`src/rtl/tmon_pkg.sv`:
```
package tmon_pkg;
  localparam int NUM_PROP = 2;

  // Per-cycle verdicts of the control block
  typedef struct packed {
    logic failA;
    logic passA;
    logic pendA;
    logic failB;
    logic passB;
    logic pendB;
  } tmon_verdict_t;

  // Strobes from control to the counter datapath
  typedef struct packed {
    logic bumpB;
    logic bumpA;
  } tmon_bump_t;
endpackage

```
`src/rtl/tmon_ctrl.sv`:
```
module tmon_ctrl
  import tmon_pkg::*;
#(
  parameter int ACK_WIN = 2
) (
  input  logic          clk,
  input  logic          rstN,
  input  logic          abortIn,
  input  logic          nonOverlap,
  input  logic          req,
  input  logic          ack,
  input  logic          halt,
  input  logic          grant,
  output tmon_verdict_t verdict,
  output tmon_bump_t    bump
);
  // Handshake trigger stages: request seen, request then acknowledge seen
  logic reqSeen;
  logic reqAckSeen;
  // Grant obligations: first check deferred (nonOverlap), second check due
  logic firstDue;
  logic secondDue;
  // Response rule: waitB[k] = request k cycles ago with no ack since
  logic [ACK_WIN:1] waitB;
  logic [ACK_WIN:1] waitNext;

  logic active;
  logic trigDone;
  logic firstChk;
  logic failNowA;
  logic failNowB;

  assign active   = rstN & ~abortIn;
  assign trigDone = reqAckSeen & ~halt;
  assign firstChk = nonOverlap ? firstDue : trigDone;

  for (genvar k = 1; k <= ACK_WIN; k++) begin : g_wait
    if (k == 1) begin : g_head
      assign waitNext[k] = req & ~ack;
    end else begin : g_tail
      assign waitNext[k] = waitB[k-1] & ~ack;
    end
  end

  always_ff @(posedge clk) begin
    if (!rstN || abortIn) begin
      reqSeen    <= 1'b0;
      reqAckSeen <= 1'b0;
      firstDue   <= 1'b0;
      secondDue  <= 1'b0;
      waitB      <= '0;
    end else begin
      reqSeen    <= req;
      reqAckSeen <= reqSeen & ack;
      firstDue   <= trigDone;
      secondDue  <= firstChk & grant;
      waitB      <= waitNext;
    end
  end

  assign failNowA = active & ~grant & (firstChk | secondDue);
  assign failNowB = active & waitB[ACK_WIN] & ~ack;

  always_comb begin
    verdict.failA = failNowA;
    verdict.passA = active & secondDue & grant;
    verdict.pendA = (nonOverlap & firstDue) | secondDue;
    verdict.failB = failNowB;
    verdict.passB = active & ack & (req | (|waitB));
    verdict.pendB = |waitB;
    bump.bumpA    = failNowA;
    bump.bumpB    = failNowB;
  end
endmodule

```
`src/rtl/tmon_dp.sv`:
```
module tmon_dp
  import tmon_pkg::*;
#(
  parameter int CNT_W = 16
) (
  input  logic                             clk,
  input  logic                             rstN,
  input  tmon_bump_t                       bump,
  output logic [NUM_PROP-1:0][CNT_W-1:0]   errCnt
);
  localparam logic [CNT_W-1:0] CNT_MAX = {CNT_W{1'b1}};

  logic [NUM_PROP-1:0] bumpVec;
  assign bumpVec = {bump.bumpB, bump.bumpA};

  for (genvar p = 0; p < NUM_PROP; p++) begin : g_cnt
    always_ff @(posedge clk) begin
      if (!rstN) begin
        errCnt[p] <= '0;
      end else if (bumpVec[p] && errCnt[p] != CNT_MAX) begin
        errCnt[p] <= errCnt[p] + 1'b1;
      end
    end
  end
endmodule

```
`src/rtl/temporal_monitor.sv`:
```
module temporal_monitor
  import tmon_pkg::*;
#(
  parameter int CNT_W   = 16,
  parameter int ACK_WIN = 2
) (
  input  logic             clk,
  input  logic             rstN,
  input  logic             abortIn,
  input  logic             nonOverlap,
  input  logic             req,
  input  logic             ack,
  input  logic             halt,
  input  logic             grant,
  output logic             failA,
  output logic             passA,
  output logic             pendA,
  output logic             failB,
  output logic             passB,
  output logic             pendB,
  output logic [CNT_W-1:0] errCntA,
  output logic [CNT_W-1:0] errCntB
);
  tmon_verdict_t                     verdict;
  tmon_bump_t                        bump;
  logic [NUM_PROP-1:0][CNT_W-1:0]    errCnt;

  tmon_ctrl #(.ACK_WIN(ACK_WIN)) u_ctrl (
    .clk       (clk),
    .rstN      (rstN),
    .abortIn   (abortIn),
    .nonOverlap(nonOverlap),
    .req       (req),
    .ack       (ack),
    .halt      (halt),
    .grant     (grant),
    .verdict   (verdict),
    .bump      (bump)
  );

  tmon_dp #(.CNT_W(CNT_W)) u_dp (
    .clk   (clk),
    .rstN  (rstN),
    .bump  (bump),
    .errCnt(errCnt)
  );

  assign failA   = verdict.failA;
  assign passA   = verdict.passA;
  assign pendA   = verdict.pendA;
  assign failB   = verdict.failB;
  assign passB   = verdict.passB;
  assign pendB   = verdict.pendB;
  assign errCntA = errCnt[0];
  assign errCntB = errCnt[1];
endmodule

```
`config.mk`:
```
export PLATFORM = sky130hd
export DESIGN_NAME = temporal_monitor
export DESIGN_NICKNAME = d
export VERILOG_FILES = /design/src/rtl/tmon_pkg.sv /design/src/rtl/tmon_ctrl.sv /design/src/rtl/tmon_dp.sv /design/src/rtl/temporal_monitor.sv
export SDC_FILE = /design/constraint.sdc
export NUM_CORES = 1
export LEC_CHECK = 0
export ABC_AREA = 1
export BUFFER_PORTS_ARGS = -buffer_cell sky130_fd_sc_hd__buf_2
export CAP_MARGIN = 25
export CORE_MARGIN = 1
export CORE_UTILIZATION = 52
export CTS_CLUSTER_DIAMETER = 80
export CTS_CLUSTER_SIZE = 30
export DETAILED_ROUTE_END_ITERATION = 8
export PLACE_DENSITY = 0.77
export SETUP_SLACK_MARGIN = 0.1
export SLEW_MARGIN = 20
export SYNTH_ARGS = -nofsm -noshare
export SYNTH_HDL_FRONTEND = slang
export SYNTH_SLANG_ARGS = --single-unit
```
`constraint.sdc`:
```
create_clock -name clk -period 4.6 [get_ports clk]
set_clock_uncertainty 0.2 [all_clocks]
set_input_delay 0.23 -clock clk [delete_from_list [all_inputs] [get_ports clk]]
set_output_delay 0.23 -clock clk [all_outputs]
set_load 0.005 [all_outputs]
```
---- After elaboration in Yosys (flattened, before gate mapping) ----
Cells that the tools add are included.
word-level totals
  bits in registers ....................... 38
  bits in latches ......................... 0
  RAM bits ................................ 0
  ROM bits ................................ 0
  input port bits ......................... 8
  memories kept ........................... 0
operators by class
  $add $sub $neg .......................... 2
  multipliers ............................. 0
  div/mod/pow operators ................... 0
  $lt $le $gt $ge ......................... 0
  equality and inequality tests ........... 2
  shift-type cells ........................ 0
  multiplexer cells ....................... 1
  bitwise gates (word level) .............. 22
  reduce and logical (&&, ||, !) cells .... 5
operators with widths
  cell                                           number
  adder 16 x 1 -> 16 bit, second input constant  2
  != test 16 bit, second input constant          2
  AND 1 bit                                      15
  inverter 1 bit                                 4
  OR 1 bit                                       3
  logical AND 1 bit                              2
  OR reduction 2 bit                             1
  logical NOT 1 bit                              1
  logical OR 1 bit                               1
  two-way mux 1 bit                              1

---- Longest topological paths before layout ----
  word-level depth ........................ 6
  mapped depth ............................ 10

---- Modules after synthesis ----
A second synthesis with hierarchy kept.
unflattened totals
  cells, all modules ...................... 353
  area total of the unflattened synthesis .. 2227.1 um2
modules (own cells, without submodules)
  module     instances  cells an instance  area an instance (um2)
  tmon_dp    1          312                1925.6
  tmon_ctrl  1          41                 301.5

---- Worst setup path before layout ----
OpenSTA, ideal clock, no wires.
  path type ............................... reg-to-reg
  start ................................... reg u_dp.errCnt[0] (netlist name)
  end ..................................... reg u_dp.errCnt[0] (netlist name)
  setup time .............................. 0.116 ns
  arrival ................................. 1.361 ns
  slack ................................... 2.923 ns
  stages on the path, launching flop included .. 10
  path buffers ............................ 1
  clock period less this slack ............ 1.677 ns
  path through ............................ dfxtp_1 ha_1 nand2_1 nor2_2 nand2_2 nor2_4 nor2_4 buf_6 o21ai_0 nor2_1
between the ends
  longest elaborated chain between the ends .. 2
  elaborated cells on any way between the ends .. 3
  those cells by class .................... 1 x add/sub; 1 x eq/ne; 1 x reduce/logical
RTL lines
  element                                                         line           text
  start, declared                                                 tmon_dp.sv:9   output logic [NUM_PROP-1:0][CNT_W-1:0] errCnt
  start signal, assigned by index                                 tmon_dp.sv:21  errCnt[p] <= errCnt[p] + 1'b1;
  branches (longest 2 deep; another with adder 16 x 1 -> 16 bit)  -
Several ways; the timed one is not identified.
A chain may end at the register's enable or synchronous reset.

---- Final worst setup path ----
  start ................................... in ack
  end ..................................... reg u_dp.errCnt[30] (netlist name)
between the ends
  longest elaborated chain between the ends .. 3
RTL lines
  element            line                    text
  start, declared    temporal_monitor.sv:12  input logic ack,
  inverter 1 bit     tmon_ctrl.sv:62         assign failNowB = active & waitB[ACK_WIN] & ~ack;
  AND 1 bit          tmon_ctrl.sv:62
  logical AND 1 bit  tmon_dp.sv:20           end else if (bumpVec[p] && errCnt[p] != CNT_MAX) begin
Every way passes these cells.

==> impl_results.md <==
* Maximum number of pins on one net before global-route repair at 28
* Status: finished clean
* Most common cell after layout, fill and taps aside: nand2_1
* Worst r2r dst: u_dp.errCnt[30]
* Cts repair resizes at 0
* Syn_area_per_cell at 6.51 sq um
* TritonCTS clock tree: done
* Number of antenna diodes at 0
* Final core utilization at 65.8%
* Reg2Reg Setup Slack at 2.76 ns
* PD cells at 230 nW/um^2
* DP Wirelength at 3280 um
* Ports at 46
* Port bufs at 45
* Htree depth at 2
* Finished Layout Cells at 424
* Hold Path Stages at 3
* RePlAce Congestion at 0.861
* Leak Pwr at 1.13 nW
* Synth warnings at 0
* VDD IR max at 0.162 mV
* Placed cells at 412
* Min Tclk post-route at 1.91 ns
* Critical path required time at 4.57 ns
* Die area at 4330 sq um
* DRT Pass-1 Iters at 4
* Post-Syn Area at 2120 sq um
* Deepest clock path buffer count at 2
* Max-slew violation total from the final report at 0
* Number of nets in the layout at 386
* Grt ovf at 0
* Rows at 22
* Synth Flop Type: dfxtp_1
* Share of layout cells above drive strength 1 at 19.1%
* Register bit total from synthesis at 38
* Register area share after synthesis at 35.9%
* Die Ht at 65.8 um
* Post-DR wirelength/cell at 10.6 um
* DR vias at 2,112
* Sw frac at 22.9%
* Dpl ws at 2.69 ns
* CTS Buf Count at 5
* Setup TNS Final at 0 ns
* Crit path max fanout at 10
* Post-synth ARST share at 0%
* Power, Total at 0.571 mW
* Crit path capture type: flip-flop
* Drc violations at 0
* CTS clock-pin slew for the worst setup and hold paths at 0.07 ns
* Placed cell areas at 2350 sq um
* Final Cycle Share at 41.6%
* F_max at 522 MHz
* Final Hold Vio Count at 0
* RSZ-0062 raised after global routing: false
* Net Switching at 0.131 mW
* Max-cap violations at 0
* DRT antenna net count at 0
* Antenna violations before repair at 0
* Vias in the first global route at 1,805
* Arr. time, crit path at 1.89 ns
* Die X-Extent at 65.8 um
* Mapped Cells at 325
* Wirelength, routed at 4500 um
* Worst Tran Pin Value at 0.481 ns
* Final critical-path setup slack at 2.69 ns
* Share of power burned in registers at 57.8%
* Synth Net Count at 335
* Pint at 0.440 mW
* Worst reg2reg path startpoint: u_dp.errCnt[16]
* Commonest non-fill, non-tap cells in the layout: nand2_1, nor2_1, buf_2
* Post-CTS Setup Inserts at 0
* Slew HR at 67.9%
* Number of distinct library cells after synthesis at 27
* Gate power share at 3.7%
* Worst Reg-to-Reg Cells at 8
* Core Footprint at 3770 sq um
* Setup CP Type: in2reg
* Sink Count at 38
* Hold path endpoint: u_ctrl.secondDue
* Clock latency on the worst-skew pair at 0.29 ns
* Initial Util at 56.1%
* Design area at 2480 sq um
* Hold WS at 0.0191 ns
* 1st-iter DRT viols at 104
* CTS Root Cell: clkbuf_8
* Final number of setup-violating endpoints at 0
* Hold Path Origin: nonOverlap
* Post-synth EDFFs at 0
* Global-route usage over all layers at 23.3%
* Clock power frac at 38.5%
* Min-Delay Path Class: in2reg
* Global-route wire length before repair at 7800 um
* CP Launch Type: primary input
* Avg Vias per Cell at 4.98
* Area grow syn2layout at 17.3%
[kinds of logic (layout without fill, tap and decap cells)]
logic type | Yosys count | after routing | share of synthesized area, %
AND/OR/NAND/NOR | 200 | 200 | 41.4
XOR/XNOR | 11 | 11 | 4.55
AO/OA/AOI/OAI | 38 | 38 | 9.28
flip-flops | 38 | 38 | 35.9
adder cells (fa/ha/maj) | 2 | 2 | 1.18
buffers and inverters | 36 | 87 | 7.62
[registers in the layout (all words and copies together), names as in the netlist]
| register | cells |
|---|---|
| u_ctrl.firstDue | 1 |
| u_ctrl.reqAckSeen | 1 |
| u_ctrl.reqSeen | 1 |
| u_ctrl.secondDue | 1 |
| u_ctrl.waitB | 2 |
| u_dp.errCnt | 32 |
[cells in the mapped netlist (3+ instances only)]
| cell | n | area (sq um) |
|---|---|---|
| nand4_1 | 4 | 25.0 |
| o21ai_0 | 16 | 80.1 |
| buf_6 | 3 | 33.8 |
| nor2_2 | 6 | 37.5 |
| nor3_1 | 3 | 15.0 |
| a21oi_1 | 16 | 80.1 |
| inv_1 | 28 | 105 |
| xnor2_1 | 5 | 43.8 |
| nand2_1 | 80 | 300 |
| xor2_1 | 6 | 52.6 |
| nand3_1 | 17 | 85.1 |
| nand2_2 | 5 | 31.3 |
| nor2_1 | 76 | 285 |
| dfxtp_1 | 38 | 761 |
| o21ai_1 | 4 | 20.0 |
[critical path: stages]
cell and delay, ns:
dlygate4sd3_1 0.54, buf_2 0.14, inv_1 0.08, nand2_1 0.12
nor2_8 0.15, inv_2 0.07, nor2_2 0.33, nand3_1 0.12
nand2_1 0.08, nor2_1 0.03
[area by class of cell]
type                       count  area (sq um)
multi-input combinational    251          1190
clock buffer                   5          68.8
tap                           48          60.1
inverter                      30           113
timing repair buffer          50           275
fill                         352          1290
clock inverter                 2          10.0
sequential                    38           761
[repair_timing]
action | CTS | global route
hold endpoints to repair | 5 | 0
endpoints found under the setup margin | 0 | 0
hold buffers | 5 | 0
[power groups by stage]
stage / sequential [mW] / combinational [mW] / clock, mW
5_1_grt: 0.330 / 0.0238 / 0.239
6_report: 0.330 / 0.0212 / 0.219
4_1_cts: 0.330 / 0.0212 / 0.225
3_3_place_gp: 0.338 / 0.0181 / 0
2_1_floorplan: 0.338 / 0.0131 / 0
3_5_place_dp: 0.338 / 0.0182 / 0
[how the worst max path moves through the flow]
stage | from | cells after the start | endpoint | slack, ns
2_1_floorplan | u_dp.errCnt[0] | 9 | u_dp.errCnt[0] | 2.92
3_3_place_gp | rstN | 7 | u_dp.errCnt[25] | 2.73
3_5_place_dp | rstN | 8 | u_dp.errCnt[30] | 2.69
4_1_cts | ack | 10 | u_dp.errCnt[30] | 2.71
5_1_grt | u_dp.errCnt[16] | 7 | u_dp.errCnt[19] | 2.58
6_report | ack | 10 | u_dp.errCnt[30] | 2.69
[routing by layer]
metal / track usage [%] / part of all wire, % / up-vias
met4: 7.88 / 1.2 / 0
met3: 6.38 / 5.3 / 7
met2: 38.4 / 46 / 52
li1: - / - / 1119
met1: 29.0 / 47 / 934
met5: 0 / 0 / -
Note: power is estimated with default switching activity, not from simulation.
